===== config.mk =====
export PLATFORM = sky130hd
export DESIGN_NAME = sgdma_channel
export DESIGN_NICKNAME = d
export VERILOG_FILES = /design/src/rtl/sgdma_pkg.sv /design/src/rtl/sgdma_addr_step.sv /design/src/rtl/sgdma_chunk_check.sv /design/src/rtl/sgdma_channel.sv
export SDC_FILE = /design/constraint.sdc
export NUM_CORES = 1
export LEC_CHECK = 0
export ABC_CLOCK_PERIOD_IN_PS = 6450
export BUFFER_PORTS_ARGS = -buffer_cell sky130_fd_sc_hd__buf_4
export CAP_MARGIN = 20
export CORE_MARGIN = 5
export CORE_UTILIZATION = 40
export CTS_CLUSTER_SIZE = 14
export DETAILED_ROUTE_END_ITERATION = 8
export PLACE_DENSITY = 0.64
export SLEW_MARGIN = 20
export SYNTH_ARGS = -nofsm -noshare
export SYNTH_HDL_FRONTEND = slang
export SYNTH_SLANG_ARGS = --single-unit

===== constraint.sdc =====
create_clock -name clk -period 6.45 [get_ports clk]
set_clock_uncertainty 0.05 [all_clocks]
set_input_delay 0.9675 -clock clk [delete_from_list [all_inputs] [get_ports clk]]
set_output_delay 0.9675 -clock clk [all_outputs]
set_load 0.02 [all_outputs]

===== src/rtl/sgdma_pkg.sv =====
// Package: shared types for the scatter-gather DMA channel.
// Assumes a 32-bit data bus and a 32-bit descriptor control word.
package sgdma_pkg;
    localparam int DATA_W     = 32;
    localparam int SIZE_W     = 16;
    localparam int BURST_W    = 4;
    localparam int BE_W       = DATA_W / 8;
    localparam int DESC_WORDS = 4;
    localparam int WIDX_W     = $clog2(DESC_WORDS);
    localparam int CTRL_PAD_W = DATA_W - SIZE_W - 2 - BURST_W - 2 - 2 - 1;

    // Per-side address step mode
    typedef enum logic [1:0] {
        AM_FIXED = 2'd0,
        AM_INC   = 2'd1,
        AM_DEC   = 2'd2,
        AM_HOLD  = 2'd3
    } addr_mode_e;

    // Residue reporting granularity
    typedef enum logic [1:0] {
        RG_LIST  = 2'd0,
        RG_CHUNK = 2'd1,
        RG_BURST = 2'd2,
        RG_RSVD  = 2'd3
    } resid_gran_e;

    // Descriptor control word (third word)
    typedef struct packed {
        logic [CTRL_PAD_W-1:0] pad;
        logic                  paced;
        addr_mode_e            dst_mode;
        addr_mode_e            src_mode;
        logic [BURST_W-1:0]    burst_m1;
        logic [1:0]            wcode;
        logic [SIZE_W-1:0]     size;
    } chunk_ctrl_t;

    typedef enum logic [2:0] {
        ST_IDLE,
        ST_FETCH_RD,
        ST_FETCH_CAP,
        ST_CHECK,
        ST_WAIT_REQ,
        ST_BEAT_RD,
        ST_BEAT_WR,
        ST_NEXT
    } ch_state_e;
endpackage


===== src/rtl/sgdma_addr_step.sv =====
// Module: one side's address register. Loads a base address and then
// moves by the beat width after each beat according to the side mode.
// Assumes nbytes is 1..4 and that load and advance are never both high.
module sgdma_addr_step
    import sgdma_pkg::*;
#(
    parameter int AW = 32
) (
    input  logic          clk,
    input  logic          rst_n,
    input  logic          load,
    input  logic [AW-1:0] base,
    input  addr_mode_e    mode,
    input  logic          advance,
    input  logic [2:0]    nbytes,
    output logic [AW-1:0] addr
);
    logic [AW-1:0] step_amt;
    assign step_amt = AW'(nbytes);

    // Purpose: hold, load or step the side address
    always_ff @(posedge clk) begin
        if (!rst_n) begin
            addr <= '0;
        end else if (load) begin
            addr <= base;
        end else if (advance) begin
            case (mode)
                AM_INC:  addr <= addr + step_amt;
                AM_DEC:  addr <= addr - step_amt;
                default: addr <= addr;
            endcase
        end
    end
endmodule


===== src/rtl/sgdma_chunk_check.sv =====
// Module: combinational decode of a chunk control word. It returns the
// beat width in bytes, the byte-enable shape, the burst length and
// whether the size is legal (nonzero and a whole number of beats).
module sgdma_chunk_check
    import sgdma_pkg::*;
(
    input  chunk_ctrl_t        ctrl,
    output logic [2:0]         nbytes,
    output logic [BE_W-1:0]    be_mask,
    output logic [BURST_W:0]   burst_len,
    output logic               size_ok
);
    logic multiple;

    // Purpose: width code to byte count and enable mask
    always_comb begin
        case (ctrl.wcode)
            2'd0:    begin nbytes = 3'd1; be_mask = 4'b0001; end
            2'd1:    begin nbytes = 3'd2; be_mask = 4'b0011; end
            2'd2:    begin nbytes = 3'd3; be_mask = 4'b0111; end
            default: begin nbytes = 3'd4; be_mask = 4'b1111; end
        endcase
    end

    // Purpose: size must be a whole multiple of the beat width
    always_comb begin
        case (ctrl.wcode)
            2'd0:    multiple = 1'b1;
            2'd1:    multiple = (ctrl.size[0] == 1'b0);
            2'd2:    multiple = ((ctrl.size % SIZE_W'(3)) == '0);
            default: multiple = (ctrl.size[1:0] == 2'b00);
        endcase
    end

    assign size_ok   = multiple && (ctrl.size != '0);
    assign burst_len = {1'b0, ctrl.burst_m1} + (BURST_W+1)'(1);
endmodule


===== src/rtl/sgdma_channel.sv =====
// Module: top of the scatter-gather DMA channel. It fetches linked
// descriptors, checks each chunk, and runs request-paced bursts of
// read-then-write beats. It also tracks the residue, the done and
// error flags and the interrupt pulse.
// Assumes AW <= 32 and a bus whose read data arrives one cycle after
// the read strobe, with no wait states.
module sgdma_channel
    import sgdma_pkg::*;
#(
    parameter int AW = 32
) (
    input  logic              clk,
    input  logic              rst_n,
    input  logic              start,
    input  logic [AW-1:0]     head_addr,
    input  logic              cyclic,
    input  logic [1:0]        resid_gran,
    input  logic              stop,
    input  logic              periph_req,
    output logic              periph_ack,
    output logic              bus_rd,
    output logic              bus_wr,
    output logic [AW-1:0]     bus_addr,
    output logic [DATA_W-1:0] bus_wdata,
    output logic [BE_W-1:0]   bus_be,
    output logic              bus_first,
    input  logic [DATA_W-1:0] bus_rdata,
    output logic              busy,
    output logic              done,
    output logic              err,
    output logic              irq,
    output logic [SIZE_W-1:0] residue
);
    localparam int NSIDE = 2;

    ch_state_e          state;
    logic [AW-1:0]      head_q, ptr_q, next_q, src_base_q, dst_base_q;
    logic [WIDX_W-1:0]  widx_q;
    chunk_ctrl_t        ctrl_q;
    logic [SIZE_W-1:0]  rem_q, resid_q;
    logic [BURST_W:0]   beat_q;
    resid_gran_e        gran_q;
    logic               cyclic_q, stop_pend_q, done_q, err_q, irq_q;

    logic [2:0]         nbytes;
    logic [BE_W-1:0]    be_mask;
    logic [BURST_W:0]   burst_len;
    logic               size_ok;
    logic [SIZE_W-1:0]  rem_after;
    logic               last_beat, burst_end, side_load, side_adv;
    logic [DATA_W-1:0]  lane_mask;

    logic [AW-1:0]      side_base [NSIDE];
    addr_mode_e         side_mode [NSIDE];
    logic [AW-1:0]      side_addr [NSIDE];

    sgdma_chunk_check u_check (
        .ctrl      (ctrl_q),
        .nbytes    (nbytes),
        .be_mask   (be_mask),
        .burst_len (burst_len),
        .size_ok   (size_ok)
    );

    assign side_base[0] = src_base_q;
    assign side_base[1] = dst_base_q;
    assign side_mode[0] = ctrl_q.src_mode;
    assign side_mode[1] = ctrl_q.dst_mode;
    assign side_load    = (state == ST_CHECK) && size_ok;
    assign side_adv     = (state == ST_BEAT_WR);

    generate
        for (genvar s = 0; s < NSIDE; s++) begin : g_side
            sgdma_addr_step #(.AW(AW)) u_step (
                .clk     (clk),
                .rst_n   (rst_n),
                .load    (side_load),
                .base    (side_base[s]),
                .mode    (side_mode[s]),
                .advance (side_adv),
                .nbytes  (nbytes),
                .addr    (side_addr[s])
            );
        end
        for (genvar b = 0; b < BE_W; b++) begin : g_lane
            assign lane_mask[8*b +: 8] = {8{be_mask[b]}};
        end
    endgenerate

    assign rem_after = rem_q - SIZE_W'(nbytes);
    assign last_beat = (rem_q == SIZE_W'(nbytes));
    assign burst_end = ((beat_q + (BURST_W+1)'(1)) == burst_len);

    // Purpose: bus strobes, address, data and burst marker from state
    always_comb begin
        bus_rd    = 1'b0;
        bus_wr    = 1'b0;
        bus_addr  = '0;
        bus_wdata = '0;
        bus_be    = '0;
        case (state)
            ST_FETCH_RD: begin
                bus_rd   = 1'b1;
                bus_addr = ptr_q + AW'({widx_q, 2'b00});
                bus_be   = '1;
            end
            ST_BEAT_RD: begin
                bus_rd   = 1'b1;
                bus_addr = side_addr[0];
                bus_be   = be_mask;
            end
            ST_BEAT_WR: begin
                bus_wr    = 1'b1;
                bus_addr  = side_addr[1];
                bus_be    = be_mask;
                bus_wdata = bus_rdata & lane_mask;
            end
            default: ;
        endcase
    end

    assign bus_first  = ((state == ST_BEAT_RD) || (state == ST_BEAT_WR)) && (beat_q == '0);
    assign periph_ack = (state == ST_WAIT_REQ) && ctrl_q.paced && periph_req && !stop_pend_q;
    assign busy       = (state != ST_IDLE);
    assign done       = done_q;
    assign err        = err_q;
    assign irq        = irq_q;
    assign residue    = resid_q;

    // Purpose: remember a stop request until the next burst boundary
    always_ff @(posedge clk) begin
        if (!rst_n)                stop_pend_q <= 1'b0;
        else if (state == ST_IDLE) stop_pend_q <= 1'b0;
        else if (stop)             stop_pend_q <= 1'b1;
    end

    // Purpose: channel sequencer covering fetch, check, bursts and list walk
    always_ff @(posedge clk) begin
        if (!rst_n) begin
            state      <= ST_IDLE;
            head_q     <= '0;
            ptr_q      <= '0;
            next_q     <= '0;
            src_base_q <= '0;
            dst_base_q <= '0;
            widx_q     <= '0;
            ctrl_q     <= '0;
            rem_q      <= '0;
            resid_q    <= '0;
            beat_q     <= '0;
            gran_q     <= RG_LIST;
            cyclic_q   <= 1'b0;
            done_q     <= 1'b0;
            err_q      <= 1'b0;
            irq_q      <= 1'b0;
        end else begin
            irq_q <= 1'b0;
            case (state)
                ST_IDLE: begin
                    if (start) begin
                        head_q   <= head_addr;
                        ptr_q    <= head_addr;
                        widx_q   <= '0;
                        cyclic_q <= cyclic;
                        gran_q   <= resid_gran_e'(resid_gran);
                        done_q   <= 1'b0;
                        err_q    <= 1'b0;
                        state    <= ST_FETCH_RD;
                    end
                end
                ST_FETCH_RD: state <= ST_FETCH_CAP;
                ST_FETCH_CAP: begin
                    case (widx_q)
                        2'd0:    src_base_q <= bus_rdata[AW-1:0];
                        2'd1:    dst_base_q <= bus_rdata[AW-1:0];
                        2'd2:    ctrl_q     <= chunk_ctrl_t'(bus_rdata);
                        default: next_q     <= bus_rdata[AW-1:0];
                    endcase
                    widx_q <= widx_q + 1'b1;
                    state  <= (widx_q == WIDX_W'(DESC_WORDS-1)) ? ST_CHECK : ST_FETCH_RD;
                end
                ST_CHECK: begin
                    if (!size_ok) begin
                        err_q <= 1'b1;
                        irq_q <= 1'b1;
                        state <= ST_IDLE;
                    end else begin
                        rem_q  <= ctrl_q.size;
                        beat_q <= '0;
                        if (gran_q != RG_LIST) resid_q <= ctrl_q.size;
                        state  <= ST_WAIT_REQ;
                    end
                end
                ST_WAIT_REQ: begin
                    if (stop_pend_q) begin
                        resid_q <= rem_q;
                        state   <= ST_IDLE;
                    end else if (!ctrl_q.paced || periph_req) begin
                        beat_q <= '0;
                        state  <= ST_BEAT_RD;
                    end
                end
                ST_BEAT_RD: state <= ST_BEAT_WR;
                ST_BEAT_WR: begin
                    rem_q  <= rem_after;
                    beat_q <= beat_q + 1'b1;
                    if (last_beat) begin
                        if (gran_q != RG_LIST) begin
                            resid_q <= '0;
                            irq_q   <= 1'b1;
                        end
                        state <= ST_NEXT;
                    end else if (burst_end) begin
                        if (gran_q == RG_BURST) begin
                            resid_q <= rem_after;
                            irq_q   <= 1'b1;
                        end
                        beat_q <= '0;
                        state  <= ST_WAIT_REQ;
                    end else begin
                        state <= ST_BEAT_RD;
                    end
                end
                ST_NEXT: begin
                    if (stop_pend_q) begin
                        resid_q <= '0;
                        state   <= ST_IDLE;
                    end else if ((next_q == '0) && !cyclic_q) begin
                        done_q  <= 1'b1;
                        irq_q   <= 1'b1;
                        resid_q <= '0;
                        state   <= ST_IDLE;
                    end else begin
                        ptr_q  <= (next_q == '0) ? head_q : next_q;
                        widx_q <= '0;
                        state  <= ST_FETCH_RD;
                    end
                end
                default: state <= ST_IDLE;
            endcase
        end
    end
endmodule


==> impl_metrics.ini, run 1 <==
[outcome]
outcome = finished clean

[clocking]
cts_root_buffer = clkbuf_16
insertion_delay_ns = 0.56
cts_tree = built
htreeDepth = 2
clock_sinks = 300
numCtsBuffers = 37
clk_pin_slew_ns = 0.06
clk_path_buf_depth = 3

[worst_setup_path]
cp-end-kind = register
crit_type = register to register
crit_arrival_ns = 6.39
r2r_slack_ns = 0.44
cp_max_fo = 26
start_kind = register
required_ns = 6.84

[synthesis]
synthCells = 2457
synth_common_cells = nand2_1, a21oi_1, dfxtp_1, nor2_1, clkbuf_1
netlist-cell-type-count = 84
netlist_area_sq_mm = 0.0182
yosysMostFrequentCell = nand2_1
synth_top_area_cell = dfxtp_1
synth-async-reset-ratio_pct = 0
yosysTopAreaCellShare_pct = 32.9
synth-edff-count = 0
synth_flop_cell = dfxtp_1
synth_nets = 2616
avgSynthCellArea_sq_um = 7.43
yosys-top-cells-area = dfxtp_1, nand2_1, a21oi_1
seq_area_frac_synth_pct = 32.9
ys_ff_latch = 300
ys_warn_count = 0

[timing]
min_period_ns = 6.01
slew_violations = 0
fmax_mhz = 167
period_share_pct = 93.1
hold_slack_ns = 0.401
tightest_slew_ns = 1.03
tns_ns = 0
hold_viol = 0
rsz0062_at_grt = false
setup_viol = 0
maxSlewHeadroom_pct = 31.0

[power]
clkPwrFrac_pct = 48.0
ir_worst_vdd_mv = 0.189
p_sw_mw = 1.09
p_int_mw = 3.24
swShare_pct = 25.2
p_seq_share_pct = 44.5
power_frac_comb_pct = 7.5
power_density_mw_per_mm2 = 204
leakage_nw = 8.45

[route]
firstDrtPassIters = 5
routed-wl-met2_um = 29700
vias_per_cell = 5.79
antenna_left = 0
routed.top_layer = met4
dr_wl_met3_um = 4940
drt_iter0_markers = 1799
drcViolationCount = 0
wl_um = 65000
wire_per_inst_um = 20.7
num_vias = 18200
met1_length_um = 27200

[die]
num_rows = 78
core_area_sq_mm = 0.0453
die_w_um = 224
die_area_sq_mm = 0.0500
pin_count = 164
initial_utilization_pct = 40.3
die_y_um = 224

[finish]
instances_no_fill = 3148
syn_to_final_growth_pct = 16.0
drive_gt1_share_pct = 12.7
diodes = 0
finish.utilization_pct = 46.8
nNetsFinal = 2684

[global_route]
antenna_found_initial = 2
overflow = 0
grt_max_degree = 142
grt_pass1_wl_um = 99500
grt_pass1_vias = 17100
grtUsageTotal_pct = 24.9

[worst_hold_path]
hp-class = register to register

[job]
max_cap_violations = 0

[placed_design]
placed_cells = 3084
io_buffers = 163
dp_hpwl_um = 45200
gp_congestion = 0.895
==> layer usage <==
layer / track usage, % / vias to the layer above
li1: - / 8810
met1: 32.9 / 8597
met2: 40.0 / 676
met3: 4.34 / 153
met4: 11.1 / 0
met5: 0 / -
==> worst max-delay path, stage by stage (launching register included) <==
cell	delay, ns
dfxtp_4	0.43
or3b_2	0.45
o211ai_1	0.13
o2bb2ai_2	0.20
or2_2	0.21
o311ai_1	0.14
or4b_4	0.61
a2111oi_2	0.37
a2bb2oi_2	0.24
nor3_4	0.09
inv_1	0.09
ha_2	0.28
inv_2	0.10
a31oi_1	0.18
o21bai_1	0.15
ha_1	0.22
inv_1	0.11
mux2i_1	0.19
o22ai_1	0.14
a311oi_2	0.30
nand2_1	0.15
a31oi_4	0.30
buf_12	0.22
buf_12	0.20
nor2_1	0.06
a311oi_1	0.22
==> state kept, by name, indices dropped and copies added (netlist names), 3 cells and up <==
| register | flops |
|---|---|
| g_side.u_step.addr | 64 |
| dst_base_q | 32 |
| head_q | 32 |
| next_q | 32 |
| ptr_q | 32 |
| src_base_q | 32 |
| ctrl_q | 27 |
| rem_q | 16 |
| residue | 16 |
| beat_q | 5 |
| state | 3 |
==> final timing paths <==
path,startpoint,end,cells past startpoint
setup / recovery,ctrl_q[12]$_SDFFE_PN0P_,g_side[1].u_step.addr[16]$_SDFFE_PN0P_,25
hold / removal,src_base_q[25]$_SDFFE_PN0P_,src_base_q[25]$_SDFFE_PN0P_,2
setup reg to reg,ctrl_q[12]$_SDFFE_PN0P_,g_side[1].u_step.addr[16]$_SDFFE_PN0P_,25
hold reg to reg,src_base_q[25]$_SDFFE_PN0P_,src_base_q[25]$_SDFFE_PN0P_,2
==> logic make-up (layout without fill, tap and decap cells) <==
logic type,count (synthesis),in the layout,synth area share [%]
AO/OA/AOI/OAI,748,748,26.7
XOR/XNOR,91,91,4.37
adder cells (fa/ha/maj),87,87,6.13
buffers and inverters,232,323,5.09
flip-flops,300,300,32.9
multiplexers,27,27,1.49
AND/OR/NAND/NOR,972,972,23.3
==> per-stage QoR <==
| stage | setup WS [ns] | total power [mW] | area (sq um) |
|---|---|---|---|
| final | 0.445 | 4.33 | 21200 |
| after global routing | 0.0365 | 4.45 | 21200 |
| after CTS | 0.0482 | 4.35 | 21100 |
| after detailed placement | 0.0265 | 2.29 | 19900 |
| after global placement | 0.304 | 2.28 | 19900 |
| after floorplan | 1.11 | 2.12 | 18200 |
==> power groups by stage <==
stage               Combinational, mW  Sequential [mW]  Clock (mW)
global placement                0.319             1.96           0
CTS                             0.323             1.93        2.10
global route                    0.346             1.93        2.18
floorplan                       0.167             1.95           0
detailed placement              0.322             1.97           0
finish                          0.326             1.93        2.08
==> layout make-up <==
class	instances	area, sq um
clock buffer	53	1090
fill	4521	24100
inverter	61	236
sequential	300	6020
multi-input combinational	1925	11400
clock inverter	9	110
timing repair buffer	200	1590
tap	600	751
==> repair_timing <==
item	in CTS	in global routing
resized for setup	1	13
buffers inserted	0	1
endpoints found under the setup margin	2	104
hold buffers	0	0
hold endpoints to repair	0	0
pin swaps	0	2
cloned	0	1
==> cell usage in the layout, fill, tap and decap left out, drive strengths merged, types with 32 or more instances in the layout <==
| cell type | count |
|---|---|
| nand2 | 534 |
| a21oi | 352 |
| dfxtp | 300 |
| buf | 199 |
| nor2 | 183 |
| ha | 83 |
| o21ai | 80 |
| inv | 61 |
| xnor2 | 57 |
| clkbuf | 54 |
| a22o | 52 |
| o211ai | 46 |
| nor3 | 43 |
| a211oi | 40 |
| and3 | 39 |
| xor2 | 34 |
| nand3 | 32 |
No activity file was read; power rests on OpenSTA's default activity.
==> run 2: changes to the inputs <==
--- a/config.mk
+++ b/config.mk
@@ -8,7 +8,6 @@
 export ABC_CLOCK_PERIOD_IN_PS = 6450
 export BUFFER_PORTS_ARGS = -buffer_cell sky130_fd_sc_hd__buf_4
 export CAP_MARGIN = 20
-export CORE_MARGIN = 5
 export CORE_UTILIZATION = 40
 export CTS_CLUSTER_SIZE = 14
 export DETAILED_ROUTE_END_ITERATION = 8
==> impl_metrics.ini, run 2 (synthesis results as in run 1) <==
[outcome]
outcome = finished clean

[power]
power_density_mw_per_mm2 = 199
p_sw_mw = 1.10
total_power_mw = 4.19
clkPwrFrac_pct = 46.1
p_int_mw = 3.09
p_seq_share_pct = 46.0
leakage_nw = 8.39
swShare_pct = 26.2
ir_worst_vdd_mv = 0.164
power_frac_comb_pct = 7.9

[finish]
top_register = g_side.u_step.addr
syn_to_final_growth_pct = 15.2
final_cell_mix = nand2_1, a21oi_1, dfxtp_1, buf_4, nor2_1
finalInstanceArea_sq_mm = 0.0210
largest_reg_flops = 64
final_common_cell = nand2_1
nNetsFinal = 2682
drive_gt1_share_pct = 12.3

[worst_setup_path]
r2r_cells = 26
crit_slowest_cell = or4b_4
worstPathBufferInverterCount = 5
crit_arrival_ns = 6.51
start_kind = register
cp_common_cell = inv_1
crit_family = compound AO/OA/AOI/OAI gates
cp_slowest_stage_delay_ns = 0.61
required_ns = 6.82
r2r_slack_ns = 0.31
r2r-start = ctrl_q[10]$_SDFFE_PN0P_
r2r_end = g_side[1].u_step.addr[16]$_SDFFE_PN0P_
cp-end-kind = register
cp_num_cells = 26
crit_type = register to register
cp_max_fo = 37

[clocking]
numCtsBuffers = 36
htreeDepth = 2
cts_root_buffer = clkbuf_16
insertion_delay_ns = 0.55
clock_sinks = 300
cts_setup_buffers = 0
cts_tree = built
clk_path_buf_depth = 3
clk_pin_slew_ns = 0.06

[worst_hold_path]
hp-class = register to register
hold_start = head_q[30]$_SDFFE_PN0P_
worstHoldPathCells = 2
hold_end = head_q[30]$_SDFFE_PN0P_

[timing]
setup_viol = 0
hold_viol = 0
tightest_slew_ns = 1.10
period_share_pct = 95.2
min_period_ns = 6.14
fmax_mhz = 163
slew_violations = 0
maxSlewHeadroom_pct = 26.5

[global_route]
overflow = 0
grt_pass1_vias = 16900
antenna_found_initial = 1
grtUsageTotal_pct = 26.6
grt_pass1_wl_um = 97100
grt_max_degree = 171

[placed_design]
io_buffers = 163
dp_hpwl_um = 45000
post_dp_cell_area_sq_mm = 0.0199
gp_congestion = 0.906

[die]
die_w_um = 216
initial_utilization_pct = 40.9
core_area_sq_mm = 0.0446
die_area_sq_mm = 0.0465
pin_count = 164
num_rows = 77
die_y_um = 216

[route]
drcViolationCount = 0
vias_per_cell = 5.85
antenna_left = 0
firstDrtPassIters = 5
num_vias = 18400
drt_iter0_markers = 1643
wire_per_inst_um = 20.5
wl_um = 64200

[job]
max_cap_violations = 0
## run 2: changes by cell type in the layout (fill, tap and decap cells not counted), sizes merged
cell	change
inv	+2
diode	+1
clkbuf	-2
bufinv	-2
## run 2: routing by layer
| layer | track usage, % | wire, um | share of wire (%) | up-vias |
|---|---|---|---|---|
| met2 | 43.5 | 29600 | 46 | 713 |
| met5 | 0 | 0 | 0 | - |
| met3 | 4.57 | 5040 | 7.8 | 137 |
| met4 | 11.5 | 2740 | 4.3 | 0 |
| met1 | 34.4 | 26800 | 42 | 8733 |
| li1 | - | - | - | 8783 |
## run 2: repair_timing
action,CTS,global route
hold buffers,0,0
resized for setup,1,5
setup endpoints to repair,4,103
endpoints found under the hold margin,0,0
## run 2: area by class of cell
cell class / instances / area, sq um
clock buffers: 52 / 1010
inverters: 61 / 236
well taps: 592 / 741
repair buffers: 199 / 1580
fillers: 4461 / 23600
flip-flops and latches: 300 / 6010
multi-input cells: 1925 / 11400
clock inverters: 9 / 75.1
diodes: 1 / 2.50
## run 2: tightest hold or removal path: stages, from the launching register on
cell and delay (ns):
dfxtp_1 0.31, nand2_1 0.05, a21oi_1 0.05
## run 2: power groups by stage
stage               Sequential [mW]  Clock, mW  Combinational (mW)
global route                   1.93       2.03               0.349
detailed placement             1.97          0               0.325
finish                         1.93       1.93               0.330
floorplan                      1.95          0               0.167
global placement               1.96          0               0.318
CTS                            1.93       1.95               0.326
## run 2: worst max path at each step
stage	startpoint	slack [ns]	endpoint
floorplan	ctrl_q[11]$_SDFFE_PN0P_	1.11	g_side[0].u_step.addr[10]$_SDFFE_PN0P_
global placement	ctrl_q[11]$_SDFFE_PN0P_	0.20	g_side[0].u_step.addr[26]$_SDFFE_PN0P_
detailed placement	ctrl_q[11]$_SDFFE_PN0P_	0.02	g_side[0].u_step.addr[28]$_SDFFE_PN0P_
CTS	ctrl_q[11]$_SDFFE_PN0P_	0.06	g_side[1].u_step.addr[16]$_SDFFE_PN0P_
global route	ctrl_q[10]$_SDFFE_PN0P_	-0.07	g_side[1].u_step.addr[19]$_SDFFE_PN0P_
finish	ctrl_q[10]$_SDFFE_PN0P_	0.31	g_side[1].u_step.addr[16]$_SDFFE_PN0P_
## run 2: through the flow
step	utilization, %	hold WS (ns)	setup slack [ns]	TNS (ns)	cells
global route	47.1	0.417	-0.0659	-0.554	3138
global placement	44.5	0.392	0.204	0	3075
detailed placement	44.6	0.397	0.0219	0	3076
floorplan	-	0.383	1.11	0	2457
finish	47.1	0.405	0.308	0	3139
CTS	47.0	0.403	0.0554	0	3137
